==> src/rtl/ssc_pkg.sv <==
package ssc_pkg;

    localparam int CH_W  = 13;
    localparam int OFS_W = 8;

    typedef enum logic {
        PH_IDLE = 1'b0,
        PH_CONV = 1'b1
    } conv_phase_e;

    typedef enum logic [1:0] {
        EV_NONE    = 2'd0,
        EV_CHANNEL = 2'd1,
        EV_DROP    = 2'd2
    } event_kind_e;

    function automatic event_kind_e classify(input logic fire, input logic below);
        if (!fire)      return EV_NONE;
        else if (below) return EV_DROP;
        else            return EV_CHANNEL;
    endfunction

endpackage

==> src/rtl/ssc_offset_counter.sv <==
module ssc_offset_counter #(
    parameter int OFS_W = ssc_pkg::OFS_W
) (
    input  logic             clk,
    input  logic             rst,
    input  logic             advance,
    output logic [OFS_W-1:0] code
);
    logic [OFS_W-1:0] count_q;

    always_ff @(posedge clk) begin
        if (rst)
            count_q <= '0;
        else if (advance)
            count_q <= count_q + OFS_W'(1);
    end

    assign code = count_q;
endmodule

==> src/rtl/ssc_conv_tracker.sv <==
module ssc_conv_tracker #(
    parameter int OFS_W = ssc_pkg::OFS_W
) (
    input  logic             clk,
    input  logic             rst,
    input  logic             start_valid,
    output logic             start_ready,
    input  logic             raw_valid,
    input  logic             slot_free,
    output logic             raw_ready,
    output logic             raw_fire,
    input  logic [OFS_W-1:0] live_ofs,
    output logic [OFS_W-1:0] held_ofs
);
    import ssc_pkg::*;

    conv_phase_e      phase_q;
    logic [OFS_W-1:0] held_q;
    logic             start_fire;

    assign start_ready = (phase_q == PH_IDLE);
    assign start_fire  = start_valid && start_ready;
    assign raw_ready   = (phase_q == PH_CONV) && slot_free;
    assign raw_fire    = raw_valid && raw_ready;

    always_ff @(posedge clk) begin
        if (rst) begin
            phase_q <= PH_IDLE;
            held_q  <= '0;
        end else begin
            if (start_fire) begin
                phase_q <= PH_CONV;
                held_q  <= live_ofs;
            end else if (raw_fire) begin
                phase_q <= PH_IDLE;
            end
        end
    end

    assign held_ofs = held_q;
endmodule

==> src/rtl/ssc_subtract.sv <==
module ssc_subtract #(
    parameter int CH_W  = ssc_pkg::CH_W,
    parameter int OFS_W = ssc_pkg::OFS_W
) (
    input  logic             clk,
    input  logic             rst,
    input  logic             raw_fire,
    input  logic [CH_W-1:0]  raw_data,
    input  logic [OFS_W-1:0] held_ofs,
    input  logic             out_ready,
    output logic             out_valid,
    output logic [CH_W-1:0]  out_chan,
    output logic             underflow,
    output logic             slot_free
);
    import ssc_pkg::*;

    typedef struct packed {
        logic            below;
        logic [CH_W-1:0] chan;
    } corr_t;

    corr_t       corr;
    event_kind_e kind;
    logic [CH_W-1:0] ofs_ext;
    logic        valid_q;
    logic        uf_q;
    logic [CH_W-1:0] chan_q;

    assign ofs_ext    = CH_W'(held_ofs);
    assign corr.below = raw_data < ofs_ext;
    assign corr.chan  = raw_data - ofs_ext;
    assign kind       = classify(raw_fire, corr.below);
    assign slot_free  = !valid_q || out_ready;

    always_ff @(posedge clk) begin
        if (rst) begin
            valid_q <= 1'b0;
            uf_q    <= 1'b0;
            chan_q  <= '0;
        end else begin
            uf_q <= (kind == EV_DROP);
            if (kind == EV_CHANNEL) begin
                valid_q <= 1'b1;
                chan_q  <= corr.chan;
            end else if (out_ready) begin
                valid_q <= 1'b0;
            end
        end
    end

    assign out_valid = valid_q;
    assign out_chan  = chan_q;
    assign underflow = uf_q;
endmodule

==> src/rtl/sliding_scale_corrector.sv <==
module sliding_scale_corrector #(
    parameter int CH_W  = ssc_pkg::CH_W,
    parameter int OFS_W = ssc_pkg::OFS_W
) (
    input  logic             clk,
    input  logic             rst,
    input  logic             start_valid,
    output logic             start_ready,
    output logic [OFS_W-1:0] dac_code,
    input  logic             raw_valid,
    output logic             raw_ready,
    input  logic [CH_W-1:0]  raw_data,
    output logic             out_valid,
    input  logic             out_ready,
    output logic [CH_W-1:0]  out_chan,
    output logic             underflow
);
    logic             raw_fire;
    logic             slot_free;
    logic [OFS_W-1:0] held_ofs;

    ssc_offset_counter #(.OFS_W(OFS_W)) ctr_i (
        .clk     (clk),
        .rst     (rst),
        .advance (raw_fire),
        .code    (dac_code)
    );

    ssc_conv_tracker #(.OFS_W(OFS_W)) trk_i (
        .clk         (clk),
        .rst         (rst),
        .start_valid (start_valid),
        .start_ready (start_ready),
        .raw_valid   (raw_valid),
        .slot_free   (slot_free),
        .raw_ready   (raw_ready),
        .raw_fire    (raw_fire),
        .live_ofs    (dac_code),
        .held_ofs    (held_ofs)
    );

    ssc_subtract #(.CH_W(CH_W), .OFS_W(OFS_W)) sub_i (
        .clk       (clk),
        .rst       (rst),
        .raw_fire  (raw_fire),
        .raw_data  (raw_data),
        .held_ofs  (held_ofs),
        .out_ready (out_ready),
        .out_valid (out_valid),
        .out_chan  (out_chan),
        .underflow (underflow),
        .slot_free (slot_free)
    );
endmodule

==> config.mk <==
export PLATFORM = sky130hd
export DESIGN_NAME = sliding_scale_corrector
export DESIGN_NICKNAME = d
export VERILOG_FILES = /design/src/rtl/ssc_pkg.sv /design/src/rtl/ssc_offset_counter.sv /design/src/rtl/ssc_conv_tracker.sv /design/src/rtl/ssc_subtract.sv /design/src/rtl/sliding_scale_corrector.sv
export SDC_FILE = /design/constraint.sdc
export NUM_CORES = 1
export LEC_CHECK = 0
export CAP_MARGIN = 25
export CORE_MARGIN = 3
export CORE_UTILIZATION = 25
export CTS_CLUSTER_DIAMETER = 50
export DETAILED_ROUTE_END_ITERATION = 8
export PLACE_DENSITY = 0.51
export SLEW_MARGIN = 20
export SYNTH_ARGS = -nofsm -noshare
export SYNTH_HDL_FRONTEND = slang
export SYNTH_SLANG_ARGS = --single-unit
export TNS_END_PERCENT = 5
==> constraint.sdc <==
create_clock -name clk -period 2.5 [get_ports clk]
set_clock_uncertainty 0.1 [all_clocks]
set_input_delay 0.5 -clock clk [delete_from_list [all_inputs] [get_ports clk]]
set_output_delay 0.5 -clock clk [all_outputs]
set_load 0.1 [all_outputs]
* Word-level counts from Yosys, hierarchy flattened *
Index checks and enable logic that the tools add are counted.

storage, ports and cells
  register bits after elaboration = 32
  memories = 0
  input port bits = 18
  bits in read-only memories = 0
  latch bits = 0
  output and inout port bits = 25
  RAM bits = 0
  logic and storage cells = 25

cells by class
  bitwise logic cells = 1
  divide/modulo/power cells = 0
  multipliers = 0
  shift-type cells = 0
  magnitude comparators = 1
  eq/ne operators = 2
  multiplexer cells = 6
  add/subtract/negate cells = 2
  reductions and logical operators = 7

operators with widths
  cell                   count
  $lt A13 B8 Y1          1
  $sub A13 B8 Y13        1
  $add A8 B1 Y8 const B  1
  $mux W1                4
  $mux W2                2
  $reduce_bool A2 Y1     2
  $logic_and A1 B1 Y1    3
  $eq A2 B1 Y1 const B   1
  $eq A2 B2 Y1 const B   1
  $logic_not A1 Y1       1
  $logic_or A1 B1 Y1     1
  $not A1 Y1             1

* Logic depth before layout (Yosys ltp) *
Gate-level depths: netlist of the first run.

  word-level depth = 7
  mapped depth = 9

* By module *
Synthesis of the first run repeated with hierarchy kept, for this count alone.

second synthesis, totals
  cells, all modules = 209
  area total of the unflattened synthesis = 1,865.5 um^2

modules (own cells, without submodules)
  module              area each (um^2)  cells an instance  times used  seq. area each (um^2)
  ssc_subtract        1,112.3           131                1           300.3
  ssc_conv_tracker    414.1             41                 1           180.2
  ssc_offset_counter  339.1             37                 1           160.2

* Worst setup path before layout of the first run *
OpenSTA, ideal clock, no wires.

  kind = register -> register
  from = reg sub_i.valid_q (netlist: sub_i.out_valid)
  to = reg sub_i.chan_q[11] (netlist: sub_i.out_chan[11])
  required time = 2,262 ps
  setup slack = -135 ps
  arrival = 2,397 ps
  stages on the path, launching flop included = 6
  setup time = 138 ps
  buffers on the path = 0
  cell sequence = dfxtp_1 > nand2b_1 > and2_1 > nand2_1 > nor2_1 > a311oi_1

on the way
  word-level cells in the longest chain between the ends = 6

RTL lines
  item                    line                           RTL
  start, declared         ssc_subtract.sv:26             logic valid_q;
  start signal, assigned  ssc_subtract.sv:38             valid_q <= 1'b0;
  start signal, assigned  ssc_subtract.sv:44             valid_q <= 1'b1;
  start signal, assigned  ssc_subtract.sv:47             valid_q <= 1'b0;
  $logic_not A1 Y1        ssc_subtract.sv:34             assign slot_free = !valid_q || out_ready;
  $logic_or A1 B1 Y1      ssc_subtract.sv:34
  $logic_and A1 B1 Y1     ssc_conv_tracker.sv:23         assign raw_ready = (phase_q == PH_CONV) && slot_free;
  net raw_ready           sliding_scale_corrector.sv:11  output logic raw_ready,
  $logic_and A1 B1 Y1     ssc_conv_tracker.sv:24         assign raw_fire = raw_valid && raw_ready;
  $mux W2                 ssc_pkg.sv:18                  if (!fire) return EV_NONE;
  $eq A2 B1 Y1            ssc_subtract.sv:43             if (kind == EV_CHANNEL) begin
  end signal, assigned    ssc_subtract.sv:45             chan_q <= corr.chan;
  end, declared           ssc_subtract.sv:28             logic [CH_W-1:0] chan_q;

The timed path passes the listed nets, and every way through them passes these cells.
A chain may end at the register's enable or synchronous reset.

* Worst setup path in the final report of the first run *
  from = in raw_data[0]
  to = reg sub_i.chan_q[10] (netlist: sub_i.out_chan[10])

on the way
  word-level cells in the longest chain between the ends = 4

RTL lines
  item             line                           RTL
  start, declared  sliding_scale_corrector.sv:12  input logic [CH_W-1:0] raw_data,
  $lt A13 B8 Y1    ssc_subtract.sv:31             assign corr.below = raw_data < ofs_ext;
  $mux W2          ssc_pkg.sv:19                  else if (below) return EV_DROP;
  $mux W2          ssc_pkg.sv:18
  $eq A2 B1 Y1     ssc_subtract.sv:43

Parallel ways exist; a longest one is shown, timed or not.

==> results of run 1 <==
per-stage QoR:
step / TNS [ns] / utilization / hold WS [ns] / std cells
after floorplan: 0 / - / 0.365 / 215
after global placement: -2.94 / 0.379 / 0.368 / 378
after detailed placement: -3.01 / 0.379 / 0.371 / 378
after CTS: 0 / 0.396 / 0.380 / 386
after global routing: -0.0278 / 0.405 / 0.413 / 386
final: 0 / 0.405 / 0.375 / 386
registers in the layout, summed over array words and instances (netlist names):
register	flops
sub_i.underflow	1
ctr_i.code	8
sub_i.out_chan	13
sub_i.out_valid	1
trk_i.held_ofs	8
trk_i.phase_q	1
cell type report:
cell class / count / area (um^2) / area share
sequential: 32 / 641 / 0.241
tap: 93 / 116 / 0.0437
clock inverter: 2 / 35.0 / 0.0132
inverter: 13 / 48.8 / 0.0183
timing repair buffer: 80 / 659 / 0.248
multi-input combinational: 160 / 1090 / 0.409
clock buffer: 6 / 72.6 / 0.0273
logic make-up (layout without fill, tap and decap cells):
group,Yosys count,in the layout,synth area share
fa+ha+maj,10,10,0.0754
xor+xnor,10,10,0.0498
buf+inv,23,101,0.0541
flops,32,32,0.364
simple gates,75,75,0.223
mux,1,1,0.00569
compound gates,64,64,0.228
layout by cell type, fill, tap and decap left out, types with 2 or more instances in the layout:
master                            count
sky130_fd_sc_hd__ha_1                 9
sky130_fd_sc_hd__nor4_1               2
sky130_fd_sc_hd__or3_1                5
sky130_fd_sc_hd__nor3_1               4
sky130_fd_sc_hd__o21a_1               2
sky130_fd_sc_hd__nand4_1              3
sky130_fd_sc_hd__a311oi_1             3
sky130_fd_sc_hd__o21ai_1              3
sky130_fd_sc_hd__o21ai_0              8
sky130_fd_sc_hd__xnor2_1              4
sky130_fd_sc_hd__dfxtp_1             32
sky130_fd_sc_hd__nor2_2               2
sky130_fd_sc_hd__buf_4               61
sky130_fd_sc_hd__nand2b_1             2
sky130_fd_sc_hd__clkdlybuf4s50_1     17
sky130_fd_sc_hd__nand3_1              4
sky130_fd_sc_hd__nor2_1              27
sky130_fd_sc_hd__inv_1               13
sky130_fd_sc_hd__a21oi_1             28
sky130_fd_sc_hd__and3_1               3
sky130_fd_sc_hd__nor2b_1              2
sky130_fd_sc_hd__xor2_1               6
sky130_fd_sc_hd__nand2_1              8
sky130_fd_sc_hd__clkbuf_8             5
sky130_fd_sc_hd__a211oi_1             6
routing by layer:
layer / up-vias / part of all wire
met5: - / 0
met4: 0 / 0.011
met3: 4 / 0.038
met2: 40 / 0.43
met1: 792 / 0.52
li1: 926 / -
critical path: cells and delay by family:
family,cells,cell delay [ns]
compound gates,3,0.57
fa+ha+maj,2,0.47
buf+inv,2,0.46
simple gates,2,0.47
power groups by stage:
| stage | Sequential [mW] | Clock [mW] | Combinational, mW |
|---|---|---|---|
| 3_5_place_dp | 0.549 | 0 | 0.364 |
| 5_1_grt | 0.540 | 0.526 | 0.403 |
| 3_3_place_gp | 0.549 | 0 | 0.364 |
| 6_report | 0.538 | 0.490 | 0.377 |
| 2_1_floorplan | 0.654 | 0 | 0.127 |
| 4_1_cts | 0.538 | 0.505 | 0.366 |
worst max-delay path by stage:
stage               startpoint                  to  slack (ns)  cells after the start
2_1_floorplan  sub_i.out_valid  sub_i.out_chan[11]        0.18                      5
3_5_place_dp       raw_data[0]  sub_i.out_chan[10]       -0.32                      9
3_3_place_gp       raw_data[0]   sub_i.out_chan[6]       -0.29                      9
5_1_grt            raw_data[4]  sub_i.out_chan[11]       -0.02                      7
4_1_cts            raw_data[0]   sub_i.out_chan[6]       0.006                      9
6_report           raw_data[0]  sub_i.out_chan[10]        0.11                      9
repair_timing:
| item | in CTS | in global routing |
|---|---|---|
| setup endpoints to repair | 2 | 13 |
| hold buffers | 0 | 0 |
| pin swaps | 0 | 4 |
| gates resized for setup | 2 | 17 |
| cloned | 0 | 0 |
==> impl_metrics.ini, run 1 <==
[run_status]
outcome = finished, final reports clean

[pwr]
power_report.internal_total_mw = 0.959
p_leak_nw = 1.06
p_sw_mw = 0.445
fin_total_pwr_mw = 1.40
irDropWorstVdd_mv = 0.194
power_switching_share = 0.317
clock_power_share = 0.349
combinationalPowerShare = 0.268
power_density_nw_per_um2 = 528
power_frac_seq = 0.383

[logic_synthesis]
number_of_enable_type_register_cells_in_the_synthesized_netlist = 0
synth-warning-count = 0
synth_largest_type_area_fraction = 0.364
yosys-top-cells-count = 32 x sky130_fd_sc_hd__dfxtp_1, 29 x sky130_fd_sc_hd__a21oi_1, 29 x sky130_fd_sc_hd__nor2_1
yosysMostFrequentCell = sky130_fd_sc_hd__dfxtp_1
ys_seq_elements = 32
synth_fp_nets = 243
synth_cell_types = 48
postSynthAreaPerCell_um2 = 8.18
synth-seq-area-share = 0.364
synth_area_um2 = 1760
syn_inst = 215
synth_top_cell_by_area = sky130_fd_sc_hd__dfxtp_1
yosys_most_used_dff = sky130_fd_sc_hd__dfxtp_1
synthArstFlopShare = 0
ys_top_cells_by_area = sky130_fd_sc_hd__dfxtp_1 36%, sky130_fd_sc_hd__a21oi_1 8.3%, sky130_fd_sc_hd__ha_1 6.4%, sky130_fd_sc_hd__nor2_1 6.2%, sky130_fd_sc_hd__o21ai_0 3.1%

[global_routing]
gr-usage-met3 = 0.0292
grt-busiest-layer = met2
grt.met2_usage = 0.190
grt_remaining_overflow = 0
grt_max_degree = 18
grt_pass1_wl_um = 8090
grt.total_usage = 0.122
vias_in_the_first_global_route = 1734
use_met1 = 0.164
initial_antenna_violation_count = 0

[cts]
cts_max_path_buffers = 2
clock-sinks = 32
cts_setup_buffers = 0
cts_buffer_count = 5
clk-insertion-delay-late_ns = 0.28
cts_tree = done
clock_tree.root_cell = sky130_fd_sc_hd__clkbuf_8
clkSlewWorstSetupHoldPaths_ns = 0.07
ctsHtreeMaxLevel = 2

[worst_setup_path]
regToRegStartpoint = trk_i.held_ofs[6]
critical_path.reg2reg.endpoint = sub_i.out_chan[11]
worstPathArrival_ns = 2.47
worst-path-max-fanout = 4
crit_type = input pin to flop
critical_path_required_ns = 2.58
critPathMaxStageDelay_ns = 0.41
critPathLaunchType = input pin
slowest_stage = sky130_fd_sc_hd__or3_2
setup.reg_to_reg.worst_slack_ns = 0.41
worst_setup_path_end_kind = flop
timing.critical_path.cells = clkdlybuf4s50_1 > inv_1 > ha_1 > fa_2 > nor2b_4 > o31ai_4 > a21oi_2 > or3_2 > a311oi_1
reg2reg_depth = 9

[floorplan]
core-area_um2 = 6570
floorplan.initialDensity = 0.268
die_width_um = 89.9
total_die_area_um2 = 8080
die_height_um = 89.9
row_count = 29
ioPinCount = 43

[final_layout]
layout_overhead_on_the_synthesized_area_pct = 51.4
antenna_cells_inserted = 0
layout.filler_cells = 682
final_design_area_no_fill_um2 = 2660
nNetsFinal = 320
layout_cell_share_with_drive_strength_beyond_1 = 0.294

[drt]
vias = 1762
wirelength_um = 4880
routed_length_per_placed_instance_um = 12.6
detailedRoute.firstIterationViolations = 83
average_vias_per_placed_instance = 4.56
antenna_violating_nets_post_route = 0
drt_pass1_iterations = 4
post-route-drc-count = 0

[timing]
fmaxAchievable_mhz = 418
postLayoutSetupSlackWorst_ns = 0.110
post-route-period-util = 0.956
slew-limit-headroom = 0.542
finalHoldViolations = 0
fin_crit_ns = 2.39
timing.final.setup_violations = 0
max_slew.worst_pin.slew_ns = 0.685
rsz0062_at_grt = yes
timing.final.max_slew_violations = 0

[min_path]
hold_path_end = sub_i.out_chan[2]
timing.hold.worst.class = flop to flop
worstHoldStart = sub_i.out_chan[2]
min_path_cells = 2

[placed_design]
gp_congestion = 0.790
io_buffer_count = 42
dpl_worst_slack_ns = -0.318
dp.final_hpwl_um = 3760
postPlaceCellArea_um2 = 2490

[job]
maxCapViolations = 0
Note: power is estimated with default switching activity, not from simulation.
==> run 2, diff against run 1 <==
--- a/config.mk
+++ b/config.mk
@@ -11,6 +11,7 @@
 export CTS_CLUSTER_DIAMETER = 50
 export DETAILED_ROUTE_END_ITERATION = 8
 export PLACE_DENSITY = 0.51
+export RECOVER_POWER = 50
 export SLEW_MARGIN = 20
 export SYNTH_ARGS = -nofsm -noshare
 export SYNTH_HDL_FRONTEND = slang
==> constraint.sdc (replaced) <==
create_clock -name clk -period 2.7 [get_ports clk]
set_clock_uncertainty 0.1 [all_clocks]
set_input_delay 0.54 -clock clk [delete_from_list [all_inputs] [get_ports clk]]
set_output_delay 0.54 -clock clk [all_outputs]
set_load 0.1 [all_outputs]
==> impl_metrics.ini, run 2 (same netlist as run 1, synthesis figures left out) <==
[run_status]
outcome = finished, final reports clean

[drt]
average_vias_per_placed_instance = 4.56
drt_pass1_iterations = 4
routed_length_per_placed_instance_um = 12.4
detailedRoute.firstIterationViolations = 50
post-route-drc-count = 0
vias = 1709
wirelength_um = 4640
antenna_violating_nets_post_route = 0

[final_layout]
antenna_cells_inserted = 0
layout_cell_share_with_drive_strength_beyond_1 = 0.142
layout_common_cells = 32 x sky130_fd_sc_hd__dfxtp_1, 29 x sky130_fd_sc_hd__nor2_1, 29 x sky130_fd_sc_hd__a21oi_1
multiInputGateArea_um2 = 1020
nNetsFinal = 309
final_design_area_no_fill_um2 = 2420
layout_commonest_cell = sky130_fd_sc_hd__dfxtp_1
final_core_occ = 0.368
ff_latch_area_um2 = 641
layout.filler_cells = 727
layout.cells.non_filler = 375
max_ffs_per_register = 13
layout_overhead_on_the_synthesized_area_pct = 37.3

[worst_setup_path]
setup.reg_to_reg.worst_slack_ns = 0.53
critical_path_required_ns = 2.79
worstPathArrival_ns = 2.61
critical_path.reg2reg.endpoint = sub_i.out_chan[10]
worst_setup_path_end_kind = flop
crit_type = input pin to flop
slowest_stage = sky130_fd_sc_hd__or3_2
critPathLaunchType = input pin
critPathMaxStageDelay_ns = 0.43
reg2reg_depth = 7
regToRegStartpoint = trk_i.held_ofs[2]
timing.critical_path.cells = clkdlybuf4s50_1 > ha_1 > nor2b_1 > o31ai_1 > a21oi_1 > or3_2 > a311oi_1
worst-path-max-fanout = 4

[timing]
fin_worst_hold_slack_ns = 0.374
timing.final.max_slew_violations = 0
timing.final.setup_violations = 0
tns_ns = 0
finalHoldViolations = 0
max_slew.worst_pin.slew_ns = 1.19
postLayoutSetupSlackWorst_ns = 0.173
fin_crit_ns = 2.53
fmaxAchievable_mhz = 396
post-route-period-util = 0.936
rsz0062_at_grt = no
slew-limit-headroom = 0.210

[placed_design]
dpl_worst_slack_ns = -0.137
postPlaceCellArea_um2 = 2400
placed_cells_incl_taps = 367
gp_congestion = 0.748
io_buffer_count = 42
dp.final_hpwl_um = 3640

[min_path]
hold_path_end = sub_i.out_chan[6]
timing.hold.worst.class = flop to flop
worstHoldStart = sub_i.out_chan[6]
min_path_cells = 2

[global_routing]
grt_max_degree = 19
grt_pass1_wl_um = 8030
initial_antenna_violation_count = 0
grt.total_usage = 0.119
vias_in_the_first_global_route = 1680
grt_remaining_overflow = 0

[cts]
post_cts_hold_buffer_count = 0
cts_buffer_count = 5
clk-insertion-delay-late_ns = 0.28
ctsHtreeMaxLevel = 2
cts_max_path_buffers = 2
cts_setup_buffers = 0
clock_tree.root_cell = sky130_fd_sc_hd__clkbuf_8
clkSlewWorstSetupHoldPaths_ns = 0.06
post_cts_sizing_count = 0
clock-sinks = 32
cts_tree = done

[floorplan]
die_width_um = 89.9
row_count = 29
floorplan.initialDensity = 0.268
total_die_area_um2 = 8080
core-area_um2 = 6570
die_height_um = 89.9
ioPinCount = 43

[pwr]
irDropWorstVdd_mv = 0.184
power_density_nw_per_um2 = 521
fin_total_pwr_mw = 1.26
p_leak_nw = 0.887

[job]
maxCapViolations = 0
-- run 2: cell type report --
| cell class | instances | area share |
|---|---|---|
| clock buffer | 5 | 0.0285 |
| clock inverter | 3 | 0.0176 |
| inverter | 13 | 0.0202 |
| multi-input combinational | 160 | 0.424 |
| sequential | 32 | 0.265 |
| tap | 93 | 0.0482 |
| timing repair buffer | 69 | 0.197 |
-- run 2: critical path: cells and delay by family --
family,cells,cell delay [ns]
and+or+nand+nor,2,0.60
adders and majority gates,1,0.33
buffers and inverters,1,0.42
AOI/OAI and AO/OA,3,0.73
-- run 2: metal layers --
| metal | vias up | GRT usage | routed length [um] |
|---|---|---|---|
| met2 | 34 | 0.182 | 1960 |
| li1 | 907 | - | - |
| met5 | - | 0 | 0 |
| met4 | 0 | 0.0383 | 41 |
| met3 | 2 | 0.0309 | 189 |
| met1 | 766 | 0.164 | 2450 |
-- run 2: worst max-delay path by stage --
stage	from	endpoint	slack, ns	cells past startpoint
after CTS	raw_data[2]	sub_i.out_chan[10]	0.15	7
final	raw_data[2]	sub_i.out_chan[10]	0.17	7
after global routing	raw_data[0]	sub_i.out_chan[12]	0.03	9
after global placement	raw_data[0]	sub_i.out_chan[10]	-0.11	9
after floorplan	sub_i.out_valid	sub_i.out_chan[11]	0.06	5
after detailed placement	raw_data[2]	sub_i.out_chan[10]	-0.14	7
-- run 2: where the power goes --
part	leakage [nW]	switching [mW]	internal, mW	total [mW]
Clock	0.0541	0.181	0.273	0.454
Combinational	0.573	0.212	0.0952	0.308
Sequential	0.260	0.00937	0.487	0.497
